--- src/rtl/synth_prog_pkg.sv ---
package synth_prog_pkg;
  typedef enum logic [1:0] {
    CTL_NONE  = 2'b00,
    CTL_SPARE = 2'b01,
    CTL_REF   = 2'b10,
    CTL_AB    = 2'b11
  } ctl_e;

  localparam int MUX_W = 3;
  localparam int CTL_W = 2;
endpackage

--- src/rtl/sp_sync.sv ---
module sp_sync #(
  parameter int STAGES = 2
) (
  input  logic clk,
  input  logic rst,
  input  logic din,
  output logic q
);
  logic [STAGES-1:0] chain;

  genvar g;
  generate
    for (g = 0; g < STAGES; g++) begin : g_stage
      if (g == 0) begin : g_first
        always_ff @(posedge clk) begin
          if (rst) chain[0] <= 1'b0;
          else     chain[0] <= din;
        end
      end else begin : g_rest
        always_ff @(posedge clk) begin
          if (rst) chain[g] <= 1'b0;
          else     chain[g] <= chain[g-1];
        end
      end
    end
  endgenerate

  assign q = chain[STAGES-1];
endmodule

--- src/rtl/sp_shift.sv ---
module sp_shift #(
  parameter int WORD_W = 22
) (
  input  logic              clk,
  input  logic              rst,
  input  logic              shift_en,
  input  logic              sdi,
  output logic [WORD_W-1:0] word
);
  always_ff @(posedge clk) begin
    if (rst)           word <= '0;
    else if (shift_en) word <= {word[WORD_W-2:0], sdi};
  end
endmodule

--- src/rtl/sp_latch_dec.sv ---
module sp_latch_dec
  import synth_prog_pkg::*;
#(
  parameter int WORD_W = 22,
  parameter int R_W    = 14,
  parameter int A_W    = 6,
  parameter int B_W    = 11,
  parameter int B_MIN  = 3
) (
  input  logic              clk,
  input  logic              rst,
  input  logic              load,
  input  logic [WORD_W-1:0] word,
  output logic [R_W-1:0]    r_count,
  output logic [A_W-1:0]    a_count,
  output logic [B_W-1:0]    b_count,
  output logic              presc_sel,
  output logic              rf_pd,
  output logic              cp_gain,
  output logic              pd_pol,
  output logic              cp_tri,
  output logic [MUX_W-1:0]  mux_sel,
  output logic              prog_err
);
  localparam int R_LSB     = CTL_W;
  localparam int GAIN_POS  = R_LSB + R_W;
  localparam int POL_POS   = GAIN_POS + 1;
  localparam int TRI_POS   = POL_POS + 1;
  localparam int MUX_LSB   = TRI_POS + 1;
  localparam int A_LSB     = CTL_W;
  localparam int B_LSB     = A_LSB + A_W;
  localparam int PRE_POS   = B_LSB + B_W;
  localparam int RSV_POS   = PRE_POS + 1;
  localparam int PD_POS    = WORD_W - 1;

  ctl_e            ctl;
  logic [R_W-1:0]  r_fld;
  logic [A_W-1:0]  a_fld;
  logic [B_W-1:0]  b_fld;
  logic            r_bad;
  logic            ab_bad;

  always_comb begin
    ctl    = ctl_e'(word[CTL_W-1:0]);
    r_fld  = word[R_LSB +: R_W];
    a_fld  = word[A_LSB +: A_W];
    b_fld  = word[B_LSB +: B_W];
    r_bad  = (r_fld == '0);
    ab_bad = (b_fld < B_W'(B_MIN)) || word[RSV_POS];
  end

  always_ff @(posedge clk) begin
    if (rst) begin
      r_count   <= '0;
      a_count   <= '0;
      b_count   <= '0;
      presc_sel <= 1'b0;
      rf_pd     <= 1'b1;
      cp_gain   <= 1'b0;
      pd_pol    <= 1'b0;
      cp_tri    <= 1'b0;
      mux_sel   <= '0;
      prog_err  <= 1'b0;
    end else if (load) begin
      case (ctl)
        CTL_REF: begin
          if (r_bad) begin
            prog_err <= 1'b1;
          end else begin
            r_count <= r_fld;
            cp_gain <= word[GAIN_POS];
            pd_pol  <= word[POL_POS];
            cp_tri  <= word[TRI_POS];
            mux_sel <= word[MUX_LSB +: MUX_W];
          end
        end
        CTL_AB: begin
          if (ab_bad) begin
            prog_err <= 1'b1;
          end else begin
            a_count   <= a_fld;
            b_count   <= b_fld;
            presc_sel <= word[PRE_POS];
            rf_pd     <= word[PD_POS];
          end
        end
        default: ;
      endcase
    end
  end
endmodule

--- src/rtl/synth_prog_port.sv ---
module synth_prog_port
  import synth_prog_pkg::*;
#(
  parameter int WORD_W      = 22,
  parameter int R_W         = 14,
  parameter int A_W         = 6,
  parameter int B_W         = 11,
  parameter int B_MIN       = 3,
  parameter int SYNC_STAGES = 2
) (
  input  logic             clk,
  input  logic             rst,
  input  logic             sclk_i,
  input  logic             sdata_i,
  input  logic             le_i,
  output logic [R_W-1:0]   r_count_o,
  output logic [A_W-1:0]   a_count_o,
  output logic [B_W-1:0]   b_count_o,
  output logic             presc_sel_o,
  output logic             rf_pd_o,
  output logic             cp_gain_o,
  output logic             pd_pol_o,
  output logic             cp_tri_o,
  output logic [MUX_W-1:0] mux_sel_o,
  output logic             prog_err_o
);
  logic              sclk_s, sdata_s, le_s;
  logic              sclk_d, le_d;
  logic              shift_stb, load_stb;
  logic [WORD_W-1:0] word;

  sp_sync #(.STAGES(SYNC_STAGES)) i_sync_sclk (.clk(clk), .rst(rst), .din(sclk_i),  .q(sclk_s));
  sp_sync #(.STAGES(SYNC_STAGES)) i_sync_data (.clk(clk), .rst(rst), .din(sdata_i), .q(sdata_s));
  sp_sync #(.STAGES(SYNC_STAGES)) i_sync_le   (.clk(clk), .rst(rst), .din(le_i),    .q(le_s));

  always_ff @(posedge clk) begin
    if (rst) begin
      sclk_d    <= 1'b0;
      le_d      <= 1'b0;
      shift_stb <= 1'b0;
      load_stb  <= 1'b0;
    end else begin
      sclk_d    <= sclk_s;
      le_d      <= le_s;
      shift_stb <= sclk_s & ~sclk_d;
      load_stb  <= le_s & ~le_d;
    end
  end

  sp_shift #(.WORD_W(WORD_W)) i_shift (
    .clk(clk), .rst(rst), .shift_en(shift_stb), .sdi(sdata_s), .word(word)
  );

  sp_latch_dec #(
    .WORD_W(WORD_W), .R_W(R_W), .A_W(A_W), .B_W(B_W), .B_MIN(B_MIN)
  ) i_dec (
    .clk(clk), .rst(rst), .load(load_stb), .word(word),
    .r_count(r_count_o), .a_count(a_count_o), .b_count(b_count_o),
    .presc_sel(presc_sel_o), .rf_pd(rf_pd_o), .cp_gain(cp_gain_o),
    .pd_pol(pd_pol_o), .cp_tri(cp_tri_o), .mux_sel(mux_sel_o),
    .prog_err(prog_err_o)
  );
endmodule

--- config.mk ---
export PLATFORM = sky130hd
export DESIGN_NAME = synth_prog_port
export DESIGN_NICKNAME = d
export VERILOG_FILES = /design/src/rtl/synth_prog_pkg.sv /design/src/rtl/sp_sync.sv /design/src/rtl/sp_shift.sv /design/src/rtl/sp_latch_dec.sv /design/src/rtl/synth_prog_port.sv
export SDC_FILE = /design/constraint.sdc
export NUM_CORES = 1
export LEC_CHECK = 0
export BUFFER_PORTS_ARGS = -buffer_cell sky130_fd_sc_hd__buf_4
export CAP_MARGIN = 20
export CORE_ASPECT_RATIO = 0.75
export CORE_UTILIZATION = 50
export CTS_CLUSTER_SIZE = 16
export DETAILED_ROUTE_END_ITERATION = 10
export PLACE_DENSITY = 0.84
export SLEW_MARGIN = 15
export SYNTH_ARGS = -nofsm -noshare
export SYNTH_HDL_FRONTEND = slang
export SYNTH_SLANG_ARGS = --single-unit
export TNS_END_PERCENT = 30
--- constraint.sdc ---
create_clock -name clk -period 1.5 [get_ports clk]
set_clock_uncertainty 0.2 [all_clocks]
set_input_delay 0.15 -clock clk [delete_from_list [all_inputs] [get_ports clk]]
set_output_delay 0.15 -clock clk [all_outputs]
set_load 0.01 [all_outputs]
# Yosys cells after proc, flatten, opt, wreduce, memory -nomap -nowiden
# Cells that the tools add are included.
[word_totals]
register_bits = 72
inputBits = 5
output_inout_bits = 40
word_cells = 41
[op_classes]
order_cmp = 1
eq_ne = 4
n_mux = 3
bitwise_logic = 6
n_reduce_logical = 6
[op_table]
columns = ["op", "n"]
rows = [
  ["$logic_not A14 Y1", 1],
  ["$lt A11 B2 Y1 const B", 1],
  ["$reduce_and A3 Y1", 2],
  ["$eq A2 B2 Y1 const B", 2],
  ["$ne A2 B1 Y1 const B", 2],
  ["$not A1 Y1", 4],
  ["$reduce_and A4 Y1", 1],
  ["$and A1 B1 Y1", 2],
  ["$mux W1", 2],
  ["$pmux W1 S2", 1],
  ["$reduce_bool A2 Y1", 1],
  ["$logic_or A1 B1 Y1", 1],
]

# Depth between registers and ports, before layout
# Gate-level depths: netlist of the first run.
[logic_depth]
word_depth = 4
ltp_mapped = 6
depth_no_buf = 4

# Hierarchy
# From an unflattened synthesis of the first run, not the netlist that was laid out.
[hier_totals]
cells_unflattened = 257
hier_area_um2 = 2886.5
[modules_own_cells]
columns = ["mod", "instances", "cells_per_inst", "area_each_um2"]
rows = [
  ["sp_latch_dec", 1, 166, 1809.2],
  ["sp_shift", 1, 71, 802.0],
  ["sp_sync", 3, 4, 52.6],
  ["synth_prog_port", 1, 8, 117.6],
]

# Worst setup path after synthesis of the first run
# OpenSTA, ideal clock, no wires.
[synth_path]
kind = "reg2reg"
from = "register i_shift.word[9]"
to = "register i_dec.b_count[2]"
arrival_time_ns = 1.322
slack_ns = -0.141
path_stages_with_launch = 7
n_path_buf = 2
path_cell_list = "dfxtp_1 a2111oi_2 a31oi_1 nor2b_4 buf_6 buf_12 mux2i_1"
[synth_between]
elab_chain_len = 4
[synth_rtl]
columns = ["element", "line", "source"]
rows = [
  ["start, declared", "sp_shift.sv:8", "output logic [WORD_W-1:0] word"],
  ["start signal, assigned", "sp_shift.sv:12", "else if (shift_en) word <= {word[WORD_W-2:0], sdi};"],
  ["$lt A11 B2 Y1", "sp_latch_dec.sv:49", "ab_bad = (b_fld < B_W'(B_MIN)) || word[RSV_POS];"],
  ["$logic_or A1 B1 Y1", "sp_latch_dec.sv:49", ""],
  ["$not A1 Y1 (no line)", "n/a", ""],
  ["$reduce_and A3 Y1 (no line)", "n/a", ""],
  ["end signal, assigned", "sp_latch_dec.sv:82", "b_count <= b_fld;"],
  ["end, declared", "sp_latch_dec.sv:16", "output logic [B_W-1:0] b_count,"],
]
# Every way passes these cells.
# A chain may end at the register's enable or synchronous reset.

# Worst setup path after layout of the first run
[layout_path]
from = "register i_shift.word[9]"
to = "register i_dec.mux_sel[2]"
[layout_between]
elab_chain_len = 3
[layout_rtl]
columns = ["element", "line", "source"]
rows = [
  ["$logic_not A14 Y1", "sp_latch_dec.sv:48", "r_bad = (r_fld == '0);"],
  ["$not A1 Y1 (no line)", "n/a", ""],
  ["$reduce_and A3 Y1 (no line)", "n/a", ""],
  ["end signal, assigned", "sp_latch_dec.sv:74", "mux_sel <= word[MUX_LSB +: MUX_W];"],
  ["end, declared", "sp_latch_dec.sv:22", "output logic [MUX_W-1:0] mux_sel,"],
]
# Every way passes these cells.

==> metrics.md, run 1 <==
| Metric | Value |
|---|---|
| Sequential share of power | 53.5% |
| R2R Path Start | i_shift.word[9]$_SDFFE_PP0P_ |
| Starting Density | 52.1% |
| # clock sinks | 72 |
| GRT Util Overall | 21.3% |
| CP Data Required Time | 1570 ps |
| Part of the power in the clock network | 43.6% |
| Synthesized Nets | 265 |
| Clock tree root buffer cell | clkbuf_8 |
| Die Width | 88.3 µm |
| Max_cap viols | 0 |
| Synth Register Bits | 72 |
| Worst Setup Start Kind | flip-flop |
| Final hold violation count | 0 |
| Switching Fraction | 21.3% |
| CTS tree | built |
| Worst r2r path cells | 5 |
| Die area | 5890 µm² |
| # port buffers | 44 |
| Status | finished with violations |
| Routed len/inst | 15.8 µm |
| Delay of the slowest critical-path stage | 360 ps |
| Final net count | 343 |
| R2R setup slack | -270 ps |
| Worst Hold Endpoint | shift_stb$_SDFF_PP0_ |
| WL final | 6620 µm |
| Hold_sp | sclk_d$_SDFF_PP0_ |
| Layout cell share with drive strength beyond 1 | 33.2% |
| Fin util | 71.1% |
| Internal power | 2.83 mW |
| Largest family of logic cells by synthesized area | simple AND/OR/NAND/NOR gates |
| Leak | 1.59 nW |
| Initial DRC Count | 116 |
| I/O Pins | 45 |
| CP Class | flip-flop to flip-flop |
| Failing checks | negative setup slack |
| Synth area leaders | dfxtp_1, mux2i_1, nand2b_1 |
| Final min period | 1770 ps |
| Xor-xnor portion of the synthesized cell area | 0% |
| Post-synthesis async set-or-reset flop share | 0% |
| Latest clock arrival within the worst-skew pair | 350 ps |
| Die H | 66.7 µm |
| HP Class | flip-flop to flip-flop |
| Simple-gate area share of the yosys netlist | 21.9% |
| Arr. time, crit path | 1840 ps |
| Vias in the first global route | 1878 |
| Global-route wire length before repair | 9230 µm |
| Gate Count Post-Synth | 260 |
| Top cells by count, synth | dfxtp_1, mux2i_1, nand2b_1 |
| Reg-to-reg endpoint | i_dec.mux_sel[2]$_SDFFE_PP0P_ |
| Distinct cells, synth | 22 |
| WP buf/inv | 1 |
| Worst path depth | 5 |
| Longest Clk Path Bufs | 2 |
| Maximum vdd drop | 0.663 mV |
| Max Fclk | 0.565 GHz |
| Num CTS Buffers | 9 |
| Drt drc | 0 |
| Filler-free cell count of the finished design | 418 |
| Post-synthesis cell area | 2790 µm² |
| CORE AREA | 5350 µm² |
| Ys flop type | dfxtp_1 |
| Hold slack | 182 ps |
| Dpl cells | 390 |
| RSZ-0062 raised after global routing | yes |
| Area growth, synth to finish | 36.4% |
| Logic gate share of total power | 2.9% |
| FP Rows | 23 |
| Synth Area in Compound Gates | 1.21% |
| Via density | 4.96 |
| Post-synth EDFFs | 0 |
| Crit-path max FO | 6 |
| Post-synthesis mux area share | 21.9% |
| Largest net degree at the start of global routing | 34 |
| Measured slew at the worst slew-check pin | 299 ps |
| Register area share after synthesis | 51.7% |
| Pwr dens | 944 nW/µm² |
| Worst rel slew slack | 80.1% |
| Via count | 2072 |
| Synth area leader | dfxtp_1 |
| CP cell instances | nor4_2 -> nand4_1 -> buf_4 -> and2_4 -> mux2i_1 |
| Slowest-stage cell, CP | dfxtp_4 |
| CP delay by family, top | simple AND/OR/NAND/NOR gates |
| Post-Synth Adder-Cell Area | 0% |
| NetSw | 764 µW |
| DP Wirelength | 3590 µm |
| Clock slew at reported path FFs | 70 ps |
| Initial antenna violation count | 0 |
| Yosys warns | 0 |
| Global placement routability congestion | 0.801 |
| Pre-antenna DRT Iters | 4 |
| Final Max Slew Viols | 0 |
| ANT nets after route | 0 |
| Post-route setup slack | -271 ps |
| Count leader, synth | dfxtp_1 |
| Ant. Diodes | 0 |
| Final period utilization | 118% |
| Mean post-synth cell area | 10.7 µm² |
| H-tree depth | 3 |
| CP endpoint kind | flip-flop |
| Worst setup path startpoint | i_shift.word[9]$_SDFFE_PP0P_ |
| Aggregate global routing overflow | 0 |
| Worst Hold Path Cells | 1 |
| Post-synth top area share | 51.7% |
| Setup violators final | 40 |
==> worst max-delay path by stage <==
stage                                     to  slack (ps)
2_1_floorplan  i_dec.b_count[2]$_SDFFE_PP0P_        -140
3_3_place_gp   i_dec.b_count[4]$_SDFFE_PP0P_        -240
3_5_place_dp   i_dec.a_count[2]$_SDFFE_PP0P_        -340
4_1_cts            i_dec.pd_pol$_SDFFE_PP0P_        -140
5_1_grt        i_dec.mux_sel[2]$_SDFFE_PP0P_        -340
6_report       i_dec.mux_sel[2]$_SDFFE_PP0P_        -270
==> sequential cells by signal, summed over array words and instances (netlist names), 3 cells and up <==
register and count:
i_dec.mux_sel 3, i_shift.word 22, i_dec.a_count 6, i_dec.b_count 11, i_dec.r_count 14
==> layout make-up <==
class,count,area [µm²]
well taps,75,93.8
fillers,383,1550
flip-flops and latches,72,1450
repair buffers,84,737
multi-input cells,171,1320
clock buffers,11,151
clock inverters,5,55.1
==> layer usage <==
layer	vias up	track usage (%)	part of all wire [%]
met1	989	26.7	45
met5	-	0	0
met4	0	7.86	2.0
li1	1006	-	-
met3	13	7.68	5.8
met2	64	33.6	48
==> through the flow <==
step,setup WS [ps],power [mW],instance area (µm²),TNS [ps]
2_1_floorplan,-140,2.03,2790,-3130
3_3_place_gp,-241,2.06,3370,-7310
3_5_place_dp,-339,2.06,3370,-11260
4_1_cts,-141,3.61,3710,-4190
5_1_grt,-342,3.72,3810,-11100
6_report,-271,3.59,3810,-8520
==> logic make-up (layout without fill, tap and decap cells) <==
group / after synthesis / after routing
AO/OA/AOI/OAI: 4 / 4
buffers and inverters: 17 / 100
flip-flops: 72 / 72
AND/OR/NAND/NOR: 106 / 106
multiplexers: 61 / 61
==> power by group through the flow <==
stage	Sequential, mW	Clock, mW	Combinational, mW
finish	1.92	1.57	0.105
global route	1.92	1.69	0.112
CTS	1.92	1.58	0.103
detailed placement	1.97	0	0.0941
global placement	1.97	0	0.0925
floorplan	1.97	0	0.0671
==> cell usage in the layout, fill, tap and decap left out, types with 2 or more instances in the layout <==
cell / synthesis / routed
clkbuf_8: 0 / 11
buf_12: 1 / 4
nor2_1: 28 / 27
clkinv_2: 0 / 2
dfxtp_4: 0 / 2
buf_4: 1 / 71
mux2i_1: 61 / 60
clkbuf_16: 0 / 2
dfxtp_1: 72 / 66
nor2b_1: 10 / 10
clkinvlp_4: 0 / 2
dlygate4sd3_1: 0 / 4
nor4_4: 1 / 2
dfxtp_2: 0 / 4
buf_6: 1 / 3
nand2b_1: 58 / 58
==> what timing repair did <==
item | 4_1_cts | 5_1_grt
buffers inserted | 4 | 2
resized for setup | 8 | 14
hold buffers | 4 | 0
endpoints found under the hold margin | 7 | 0
pin swaps | 4 | 5
cloned | 0 | 2
setup endpoints to repair | 40 | 40
No activity file was read; power rests on OpenSTA's default activity.
==> run 2, diff against run 1 <==
- CELL_PAD_IN_SITES_DETAIL_PLACEMENT: unset -> 1
- CELL_PAD_IN_SITES_GLOBAL_PLACEMENT: unset -> 1
- CORE_UTILIZATION: 50 -> 39
- PLACE_DENSITY: 0.84 -> 0.83
==> run 2 against run 1 <==
  * The run still ends with negative setup slack left
  * Maximum frequency up 5.5%
  * Power up 4.4%
  * Clock power up 9.6%
  * Routed wire length up 6.3%
  * Die area up 27%
  * Sequential cell count unchanged
  * Combinational power about the same
  * Worst hold slack better by 8.5 ps
  * Core utilization down 16 points
  * Critical path type unchanged
  * Worst setup slack better by 92 ps
==> metrics.md, run 2 (synthesized netlist as in run 1, its figures left out) <==
| Metric | Value |
|---|---|
| Failing checks | negative setup slack |
| Biggest register | i_shift.word |
| Aggregate global routing overflow | 0 |
| Sequential share of power | 51.3% |
| Worst rel slew slack | 77.2% |
| I/O Pins | 45 |
| CORE AREA | 6860 µm² |
| # clock sinks | 72 |
| Clock tree root buffer cell | clkbuf_8 |
| Largest register FFs | 22 |
| Die Width | 99.7 µm |
| Switching Fraction | 22.3% |
| H-tree depth | 3 |
| Design area | 3790 µm² |
| Total power | 3.75 mW |
| Top Registers | i_shift.word: 22 flops, i_dec.r_count: 14 flops, i_dec.b_count: 11 flops |
| Largest net degree at the start of global routing | 45 |
| Final period utilization | 112% |
| Pre-antenna DRT Iters | 4 |
| Via count | 2051 |
| ANT nets after route | 0 |
| Layout cell share with drive strength beyond 1 | 32.6% |
| Part of the power in the clock network | 45.9% |
| Longest Clk Path Bufs | 2 |
| Most frequent cells in the layout | buf_4, dfxtp_1, mux2i_1 |
| Measured slew at the worst slew-check pin | 343 ps |
| Via density | 4.68 |
| Final hold violation count | 0 |
| Initial antenna violation count | 0 |
| Vias in the first global route | 2220 |
| CP endpoint kind | flip-flop |
| Arr. time, crit path | 1720 ps |
| Pwr dens | 990 nW/µm² |
| Final net count | 340 |
| Logic gate share of total power | 2.8% |
| DP Wirelength | 4190 µm |
| Final min period | 1680 ps |
| Routed len/inst | 16.1 µm |
| CP Data Required Time | 1540 ps |
| # port buffers | 44 |
| Max Fclk | 0.596 GHz |
| Ant. Diodes | 0 |
| HP Class | flip-flop to flip-flop |
| DP Area | 3400 µm² |
| Final Max Slew Viols | 0 |
| Commonest non-fill, non-tap cell in the layout | buf_4 |
| Reg area | 1450 µm² |
| Num CTS Buffers | 9 |
| Die H | 75.3 µm |
| FP Rows | 26 |
| NetSw | 835 µW |
| Global placement routability congestion | 0.753 |
| Post-route setup slack | -178 ps |
| Max_cap viols | 0 |
| Setup TNS | -5660 ps |
| Crit-path max FO | 7 |
| Die area | 7500 µm² |
| Number of fill cells in the layout | 758 |
| Maximum vdd drop | 0.616 mV |
| Dpl cells | 412 |
| CP Class | flip-flop to flip-flop |
| Latest clock arrival within the worst-skew pair | 360 ps |
| Drt drc | 0 |
| CTS tree | built |
| RSZ-0062 raised after global routing | yes |
| Worst Setup Start Kind | flip-flop |
| Initial DRC Count | 50 |
| Status | finished with violations |
| Multi-input gate area | 1310 µm² |
| Setup violators final | 40 |
| Global-route wire length before repair | 11500 µm |
| Area growth, synth to finish | 35.8% |
| GRT Util Overall | 20.6% |
| Internal power | 2.91 mW |
| Leak | 1.57 nW |
| Starting Density | 40.6% |
| Filler-free cell count of the finished design | 438 |
| Clock slew at reported path FFs | 90 ps |
| WL final | 7030 µm |
==> run 2: changes by cell type in the layout (fill, tap and decap cells not counted), sizes merged <==
cell / change
buf: -1
bufinv: +1
clkbuf: -4
clkinv: +1
clkinvlp: -1
inv: +1
==> run 2: power groups by stage <==
stage | logic [mW] | registers, mW | clock network (mW)
after floorplan | 0.0671 | 1.97 | 0
after global placement | 0.0910 | 1.97 | 0
after detailed placement | 0.0933 | 1.97 | 0
after CTS | 0.103 | 1.92 | 1.74
after global routing | 0.111 | 1.92 | 1.83
final | 0.103 | 1.92 | 1.72
==> run 2: cell type report <==
class	instances	share of cell area, %
flip-flops and latches	72	38.3
multi-input cells	171	34.6
repair buffers	81	18.1
clock buffers	9	3.27
well taps	98	3.24
clock inverters	7	2.51
==> run 2: worst paths after layout <==
kind,startpoint,to,slack (ps),depth (start not counted)
hold reg to reg,sclk_d$_SDFF_PP0_,shift_stb$_SDFF_PP0_,190,1
hold / removal,sclk_d$_SDFF_PP0_,shift_stb$_SDFF_PP0_,190,1
setup / recovery,i_shift.word[9]$_SDFFE_PP0P_,i_dec.a_count[2]$_SDFFE_PP0P_,-180,5
setup reg to reg,i_shift.word[9]$_SDFFE_PP0P_,i_dec.a_count[2]$_SDFFE_PP0P_,-180,5
==> run 2: what timing repair did <==
item	CTS	global route
cloned	1	0
hold buffers	4	0
resized for setup	17	8
pin swaps	6	5
setup buffers	7	0
hold endpoints to repair	6	0
setup endpoints to repair	40	40
==> run 2: stage by stage <==
step,hold slack [ps],utilization (%),setup WS [ps]
final,191,55.2,-178
after floorplan,78.2,-,-140
after global placement,164,49.6,-271
after global routing,236,55.2,-266
after detailed placement,167,49.6,-407
after CTS,196,55.3,-151
==> run 2: critical path, cell delays in order, from the launching register on <==
cell	delay (ps)
dfxtp_2	360
a2111oi_4	420
a31oi_4	140
nor2b_4	170
buf_6	150
mux2i_1	120
==> run 2: routing by layer <==
metal / routed length (µm) / vias up / track usage, % / part of all wire, %
li1: - / 1005 / - / -
met1: 3260 / 995 / 24.4 / 46
met2: 3400 / 40 / 35.5 / 48
met3: 279 / 11 / 6.50 / 4.0
met4: 99 / 0 / 8.01 / 1.4
met5: 0 / - / 0 / 0
==> run 3, diff against run 2 <==
- CORE_ASPECT_RATIO: 0.75 -> unset
==> run 3 against run 2 <==
  * The run still ends with negative setup slack left
  * Global-route usage decreased by 1.1 points
  * Sequential cell count is the same
  * Design area decreased by 0.33%
  * Routed wire length decreased by 1.2%
  * Clock power decreased by 9%
  * Core utilization shrank 0.22 points
  * First-iteration DRC count grew 42%
  * Register-to-register slack worse by 60 ps
  * Worst hold slack worse by 120 ps
  * Largest cell class unchanged
  * Largest power group unchanged
==> metrics.md, run 3 (synthesized netlist as in run 1, its figures left out) <==
| Metric | Value |
|---|---|
| Status | finished with violations |
| Failing checks | negative setup slack |
| Global placement routability congestion | 0.721 |
| Fin util | 55.0% |
| Arr. time, crit path | 1810 ps |
| R2R setup slack | -240 ps |
| Pwr dens | 951 nW/µm² |
| CP Data Required Time | 1580 ps |
| Setup TNS | -7700 ps |
| Largest net degree at the start of global routing | 25 |
| Die H | 86.6 µm |
| Commonest non-fill, non-tap cell in the layout | buf_4 |
| Initial DRC Count | 71 |
| Via density | 4.78 |
| Largest register FFs | 22 |
| CTS tree | built |
| I/O Pins | 45 |
| Routed len/inst | 15.9 µm |
| CP cell instances | nor4_4 -> nand4_1 -> nand2_2 -> clkbuf_16 -> mux2i_1 |
| Most frequent cells in the layout | buf_4, dfxtp_1, mux2i_1 |
| Num CTS Buffers | 9 |
| Area growth, synth to finish | 35.3% |
| Setup violators final | 40 |
| Starting Density | 40.6% |
| Worst Setup EP | i_dec.r_count[6]$_SDFFE_PP0P_ |
| Design area | 3780 µm² |
| HP Class | primary input to flip-flop |
| Post-Place Worst Slack | -448 ps |
| Dpl cells | 411 |
| Layout cell share with drive strength beyond 1 | 31.7% |
| Longest Clk Path Bufs | 2 |
| Via count | 2090 |
| Delay of the slowest critical-path stage | 340 ps |
| Final net count | 341 |
| CORE AREA | 6870 µm² |
| Leak | 1.57 nW |
| Global-route wire length before repair | 10900 µm |
| Final period utilization | 116% |
| DP Area | 3400 µm² |
| Max_cap viols | 0 |
| Worst Setup Start Kind | flip-flop |
| Clock tree root buffer cell | clkbuf_8 |
| # clock sinks | 72 |
| Worst setup path startpoint | i_shift.word[13]$_SDFFE_PP0P_ |
| H-tree depth | 3 |
| Reg-to-reg endpoint | i_dec.r_count[6]$_SDFFE_PP0P_ |
| Final hold violation count | 0 |
| RSZ-0062 raised after global routing | yes |
| Max Fclk | 0.576 GHz |
| Initial antenna violation count | 0 |
| Slowest-stage cell, CP | dfxtp_2 |
| Biggest register | i_shift.word |
| Drt drc | 0 |
| Die area | 7500 µm² |
| Measured slew at the worst slew-check pin | 373 ps |
| CP endpoint kind | flip-flop |
| Filler-free cell count of the finished design | 437 |
| Sequential share of power | 53.5% |
| WL final | 6950 µm |
| Number of fill cells in the layout | 768 |
| CP Class | flip-flop to flip-flop |
| FP Rows | 30 |
| Top Registers | i_shift.word: 22 flops, i_dec.r_count: 14 flops, i_dec.b_count: 11 flops |
| ANT nets after route | 0 |
| Die Width | 86.6 µm |
| NetSw | 806 µW |
| Clock slew at reported path FFs | 90 ps |
| Part of the power in the clock network | 43.4% |
| R2R Path Start | i_shift.word[13]$_SDFFE_PP0P_ |
| Internal power | 2.79 mW |
| Logic gate share of total power | 3.1% |
| Latest clock arrival within the worst-skew pair | 360 ps |
| Hold slack | 69.8 ps |
| Final min period | 1740 ps |
| Pre-antenna DRT Iters | 4 |
| Post-route setup slack | -236 ps |
| DP Wirelength | 4120 µm |
| # port buffers | 44 |
| Switching Fraction | 22.4% |
| Maximum vdd drop | 0.520 mV |
| Crit-path max FO | 7 |
| Aggregate global routing overflow | 0 |
| Worst r2r path cells | 5 |
| GRT Util Overall | 19.4% |
| Worst rel slew slack | 75.1% |
| Ant. Diodes | 0 |
| Total power | 3.59 mW |
| Vias in the first global route | 2179 |
| Final Max Slew Viols | 0 |
[run 3: cell count changes in the layout (fill, tap and decap cells not counted), moves of 2 or more]
cell           before  now
dfxtp_1            65   68
mux2i_2             0    2
buf_6               3    1
clkinv_2            2    4
dfxtp_4             0    2
dlygate4sd3_1       4    6
mux2i_1            61   59
dfxtp_2             7    2
[run 3: power by group through the flow]
stage / registers [mW] / clock network (mW) / logic (mW)
after global placement: 1.97 / 0 / 0.0967
after CTS: 1.92 / 1.57 / 0.113
after global routing: 1.92 / 1.68 / 0.121
after detailed placement: 1.97 / 0 / 0.0982
after floorplan: 1.97 / 0 / 0.0671
final: 1.92 / 1.56 / 0.113
[run 3: routing by layer]
layer / GRT usage (%) / wire length [µm] / vias up
met3: 4.48 / 207 / 17
met4: 9.70 / 182 / 0
met5: 0 / 0 / -
met2: 34.3 / 3600 / 45
li1: - / - / 1007
met1: 22.1 / 2960 / 1021
[run 3: how the worst min path moves through the flow]
stage | cells past startpoint | slack (ps) | endpoint | from
floorplan | 1 | 80 | i_sync_data.chain[0]$_SDFF_PP0_ | sdata_i
global placement | 2 | 160 | i_sync_sclk.chain[0]$_SDFF_PP0_ | sclk_i
detailed placement | 2 | 180 | i_sync_sclk.chain[0]$_SDFF_PP0_ | sclk_i
CTS | 3 | 60 | i_dec.r_count[4]$_SDFFE_PP0P_ | rst
global route | 3 | 80 | i_dec.r_count[1]$_SDFFE_PP0P_ | rst
finish | 3 | 70 | i_dec.r_count[1]$_SDFFE_PP0P_ | rst
[run 3: repair_timing]
| action | CTS | global route |
|---|---|---|
| pin swaps | 3 | 2 |
| endpoints found under the hold margin | 12 | 0 |
| hold buffers | 6 | 0 |
| endpoints found under the setup margin | 40 | 40 |
| setup buffers | 2 | 1 |
| resized for setup | 12 | 4 |
| cloned | 0 | 1 |
[run 3: critical path, delay by kind of cell (launching register included)]
| family | cells | cell delay [ps] |
|---|---|---|
| buffers and inverters | 1 | 190 |
| DFF | 1 | 340 |
| muxes | 1 | 180 |
| and+or+nand+nor | 3 | 740 |
[run 3: final cells by class]
type                       count  area (µm²)  share of cell area [%]
timing repair buffer          82         702                    18.6
clock buffer                  10         138                    3.64
sequential                    72        1450                    38.4
multi-input combinational    171        1310                    34.6
tap                           96         120                    3.18
clock inverter                 6        58.8                    1.56
